### config.mk
export PLATFORM = sky130hd
export DESIGN_NAME = lcd_pwr_seq
export DESIGN_NICKNAME = d
export VERILOG_FILES = /design/src/rtl/lcd_pwr_pkg.sv /design/src/rtl/lcd_pwr_req.sv /design/src/rtl/lcd_pwr_frame_cnt.sv /design/src/rtl/lcd_pwr_fsm.sv /design/src/rtl/lcd_pwr_seq.sv
export SDC_FILE = /design/constraint.sdc
export NUM_CORES = 1
export LEC_CHECK = 0
export ABC_AREA = 1
export BUFFER_PORTS_ARGS = -buffer_cell sky130_fd_sc_hd__buf_4
export CORE_AREA = 2 2 39 41
export CTS_CLUSTER_DIAMETER = 50
export DETAILED_ROUTE_END_ITERATION = 10
export DIE_AREA = 0 0 41 43
export GPL_TIMING_DRIVEN = 0
export MAX_ROUTING_LAYER = met4
export SYNTH_ARGS = -nofsm -noshare
export SYNTH_HDL_FRONTEND = slang
export SYNTH_SLANG_ARGS = --single-unit
export TNS_END_PERCENT = 1
### constraint.sdc
create_clock -name clk -period 1.23 [get_ports clk]
set_input_delay 0.1845 -clock clk [delete_from_list [all_inputs] [get_ports clk]]
set_output_delay 0.1845 -clock clk [all_outputs]
set_load 0.005 [all_outputs]
### src/rtl/lcd_pwr_pkg.sv
package lcd_pwr_pkg;

  typedef enum logic [1:0] {
    ST_OFF   = 2'd0,
    ST_LOGIC = 2'd1,
    ST_POWER = 2'd2,
    ST_DRAIN = 2'd3
  } seq_state_t;

  localparam logic [1:0] SW_RUN_CODE = 2'b11;

endpackage

### src/rtl/lcd_pwr_req.sv
module lcd_pwr_req
  import lcd_pwr_pkg::*;
(
  input  logic [1:0] sw_save,
  input  logic       hw_save,
  output logic       want_on
);
  // Either source may request power: software field at run code, or pin low.
  assign want_on = (sw_save == SW_RUN_CODE) || !hw_save;
endmodule

### src/rtl/lcd_pwr_frame_cnt.sv
module lcd_pwr_frame_cnt #(
  parameter int CNT_W  = 7,
  parameter int FRAMES = 127
) (
  input  logic clk,
  input  logic rst,
  input  logic clr,
  input  logic adv,
  output logic last
);
  localparam logic [CNT_W-1:0] LAST_VAL = CNT_W'(FRAMES - 1);

  logic [CNT_W-1:0] cnt;

  always_ff @(posedge clk) begin
    if (rst || clr) cnt <= '0;
    else if (adv)   cnt <= cnt + 1'b1;
  end

  assign last = (cnt == LAST_VAL);
endmodule

### src/rtl/lcd_pwr_fsm.sv
module lcd_pwr_fsm
  import lcd_pwr_pkg::*;
(
  input  logic       clk,
  input  logic       rst,
  input  logic       want_on,
  input  logic       frame_tick,
  input  logic       pwr_override,
  input  logic       drain_last,
  output seq_state_t state
);
  seq_state_t nxt;

  always_comb begin
    nxt = state;
    unique case (state)
      ST_OFF:   if (want_on) nxt = ST_LOGIC;
      ST_LOGIC: begin
        if (!want_on)                        nxt = ST_OFF;
        else if (frame_tick && !pwr_override) nxt = ST_POWER;
      end
      ST_POWER: if (!want_on) nxt = ST_DRAIN;
      ST_DRAIN: if (frame_tick && drain_last) nxt = ST_OFF;
      default:  nxt = ST_OFF;
    endcase
  end

  always_ff @(posedge clk) begin
    if (rst) state <= ST_OFF;
    else     state <= nxt;
  end
endmodule

### src/rtl/lcd_pwr_seq.sv
module lcd_pwr_seq
  import lcd_pwr_pkg::*;
#(
  parameter int CNT_W        = 7,
  parameter int DRAIN_FRAMES = 127
) (
  input  logic       clk,
  input  logic       rst,
  input  logic       frame_tick,
  input  logic [1:0] sw_save,
  input  logic       hw_save,
  input  logic       pwr_override,
  output logic       logic_en,
  output logic       panel_en,
  output logic       stat_logic,
  output logic       stat_panel,
  output logic       busy
);
  logic       want_on;
  logic       drain_last;
  seq_state_t state;
  logic       in_drain;

  lcd_pwr_req u_req (
    .sw_save (sw_save),
    .hw_save (hw_save),
    .want_on (want_on)
  );

  lcd_pwr_fsm u_fsm (
    .clk          (clk),
    .rst          (rst),
    .want_on      (want_on),
    .frame_tick   (frame_tick),
    .pwr_override (pwr_override),
    .drain_last   (drain_last),
    .state        (state)
  );

  assign in_drain = (state == ST_DRAIN);

  lcd_pwr_frame_cnt #(
    .CNT_W  (CNT_W),
    .FRAMES (DRAIN_FRAMES)
  ) u_cnt (
    .clk  (clk),
    .rst  (rst),
    .clr  (!in_drain),
    .adv  (in_drain && frame_tick),
    .last (drain_last)
  );

  assign logic_en   = (state != ST_OFF);
  assign panel_en   = (state == ST_POWER) && !pwr_override;
  assign busy       = in_drain;
  assign stat_logic = logic_en;
  assign stat_panel = panel_en;
endmodule

==> impl_metrics.tcl <==
set metrics [dict create \
    cp_num_buf_inv 3 \
    clkSinkCount 9 \
    finalHoldViolations 0 \
    reg2reg_depth 4 \
    max-slew-margin-rel 0.825 \
    path_depth 4 \
    synthTopCellsByCount "nand2_1 (16), nor2_1 (13), inv_1 (12), dfxtp_1 (9)" \
    max_freq_mhz 844 \
    ys_warn_count 0 \
    cp_data_required_time_ps 1050 \
    ys_ff_latch 9 \
    period_needed_ps 1180 \
    yosysUniqueCellTypes 16 \
    syn_inst 78 \
    worst_hold_path.num_cells 2 \
    crit_chain "nor2_4 > inv_2 > buf_6 > buf_6" \
    start_util 0.375 \
    grt_first_pass_wirelength_um 1660 \
    cts_tree "built" \
    cp-end-kind "output pin" \
    syn_area_um2 519 \
    synthArstFlopShare 0 \
    final_max_slew_viol_count 0 \
    finClkSkew_ps 0.316 \
    worstSetupPathType "reg2out" \
    die_h_um 43 \
    vias_per_cell 4.53 \
    drv_cap 0 \
    status "finished clean" \
    power_density_mw_per_mm2 1070 \
    cts.clk_slew.worst_paths_ps 70 \
    synth-edff-count 0 \
    n_antenna_cell 0 \
    dr.pass1.iters 4 \
    grt_pass1_vias 443 \
    yosysTopAreaCell "dfxtp_1" \
    dieArea_mm2 0.00176 \
    place_inst 105 \
    design_power_total_mw 0.730 \
    yosysTopAreaCellShare 0.347 \
    rows 14 \
    tightest_slew_ps 261 \
    rsz0062_at_grt "true" \
    gr-usage-all-layers 0.145 \
    slowest_delay_ps 370 \
    cp-start-kind "flip-flop" \
    coreArea_mm2 0.00138 \
    hpwl_um 775 \
    routedWlPerCell_um 9.17 \
    cts_max_level 1 \
    synthTopCellsByArea "dfxtp_1 (35%), nand2_1 (12%), nor2_1 (9.4%), inv_1 (8.7%), a21oi_1 (4.8%)" \
    antenna_found_initial 0 \
    nFillCells 146 \
    ys_seq_area_frac 0.347 \
    register_area_um2 189 \
    vias 494 \
    setup_violations 0 \
    final_util 0.491 \
    critPathTopFamily "flip-flops" \
    drive_gt1_frac 0.312 \
    cp.arrival_ps 1000 \
    multiInputGateArea_um2 287 \
    finalNetCount 103 \
    grt_max_degree 7 \
    clock_path_buffers 2 \
    ir_drop_v 0.000534 \
    numPortBuffers 11 \
    drc 0 \
    crit_path_frequent_cell "buf_6" \
    p_leak_nw 0.319 \
    yosysMostFrequentCell "nand2_1" \
    ant_nets 0 \
    syn2layout_area_growth_pct 30.8 \
    drt-total-wl_um 1000 \
    finalCritPeriodShare 0.963 \
    cpMaxStageDelayCell "dfxtp_4" \
    clk_latency_ps 270 \
    ioPinCount 12 \
    layoutNonFillerInstCount 109 \
    syn_avg_cell_area_um2 6.66 \
    syn_nets 87 \
    hp-class "in2reg" \
    drtIter0Drc 10 \
    synth_ff_type "dfxtp_1" \
    place_congestion 0.748 \
    die_w_um 41 \
    clockRootBuffer "clkbuf_4" \
    cp_max_fo 5 \
    cts_made_buffers 3 \
    hold_buffers 0 \
    grt-ovfl-total 0 \
]
## metrics by stage
stage | hold WS (ps) | worst slack (ps) | area [um2] | setup TNS (ps)
finish | 86.4 | 45.0 | 679 | 0
global route | 89.3 | -12.8 | 679 | -13.0
CTS | 85.8 | -3.05 | 653 | -3.05
detailed placement | 373 | -9.87 | 622 | -9.87
global placement | 370 | -10.1 | 622 | -10.1
floorplan | 254 | 165 | 519 | 0
## logic make-up (layout without fill, tap and decap cells)
logic type / count (synthesis) / count (layout) / share of synthesized area
compound gates: 9 / 9 / 0.0867
xor+xnor: 2 / 2 / 0.0337
fa+ha+maj: 2 / 2 / 0.0482
buf+inv: 16 / 31 / 0.130
flops: 9 / 9 / 0.347
simple gates: 40 / 40 / 0.354
## what timing repair did
action                                 in CTS  in global routing
buffers inserted                            0                  1
setup endpoints to repair                   4                  6
pin swaps                                   1                  1
resized for setup                           5                  8
endpoints found under the hold margin       0                  0
## worst register-to-register path: cells and delay by family (launching register included)
family	cells	cell delay (ps)
buffers and inverters	1	150
AND/OR/NAND/NOR	3	550
flip-flops	1	390
## path summary, 6_finish.rpt
kind                start      endpoint  slack (ps)
max             flip-flop    stat_logic          50
min                   rst     flip-flop          90
max reg2reg     flip-flop  u_cnt.cnt[2]          50
min reg2reg  u_cnt.cnt[4]  u_cnt.cnt[4]         450
## power breakdown
part / switching, mW / total [mW] / internal (mW)
clock network: 0.117 / 0.243 / 0.126
registers: 0.0217 / 0.326 / 0.305
logic: 0.0708 / 0.160 / 0.0897
total: 0.210 / 0.730 / 0.520
## final cells by class
class | count | share of cell area
buffer | 1 | 0.0166
sequential | 9 | 0.278
timing repair buffer | 12 | 0.138
inverter | 14 | 0.0773
multi-input combinational | 53 | 0.422
clock buffer | 4 | 0.0387
tap | 16 | 0.0295
## cells in the final DEF (no fill, tap or decap)
| master | instances |
|---|---|
| nor2_4 | 3 |
| inv_1 | 10 |
| o21ai_0 | 4 |
| clkbuf_1 | 1 |
| clkinv_1 | 1 |
| dfxtp_4 | 2 |
| nand2_1 | 16 |
| ha_1 | 2 |
| a21oi_1 | 5 |
| nand2_2 | 1 |
| xor2_1 | 2 |
| nor2_2 | 1 |
| nand3_1 | 5 |
| nor2_1 | 11 |
| clkbuf_4 | 3 |
| inv_2 | 3 |
| nor3_2 | 1 |
| buf_4 | 11 |
| nor3_1 | 1 |
| dfxtp_1 | 6 |
| nand2_4 | 1 |
| dfxtp_2 | 1 |
| buf_6 | 2 |
## per-layer routing
layer	part of all wire	wire, um	GRT usage	vias up
met5	0	0	-	-
met4	0.010	10	0.0800	0
met3	0.031	31	0.0471	2
met2	0.48	484	0.197	7
met1	0.47	473	0.183	219
li1	-	-	-	266
Note: power is estimated with default switching activity, not from simulation.
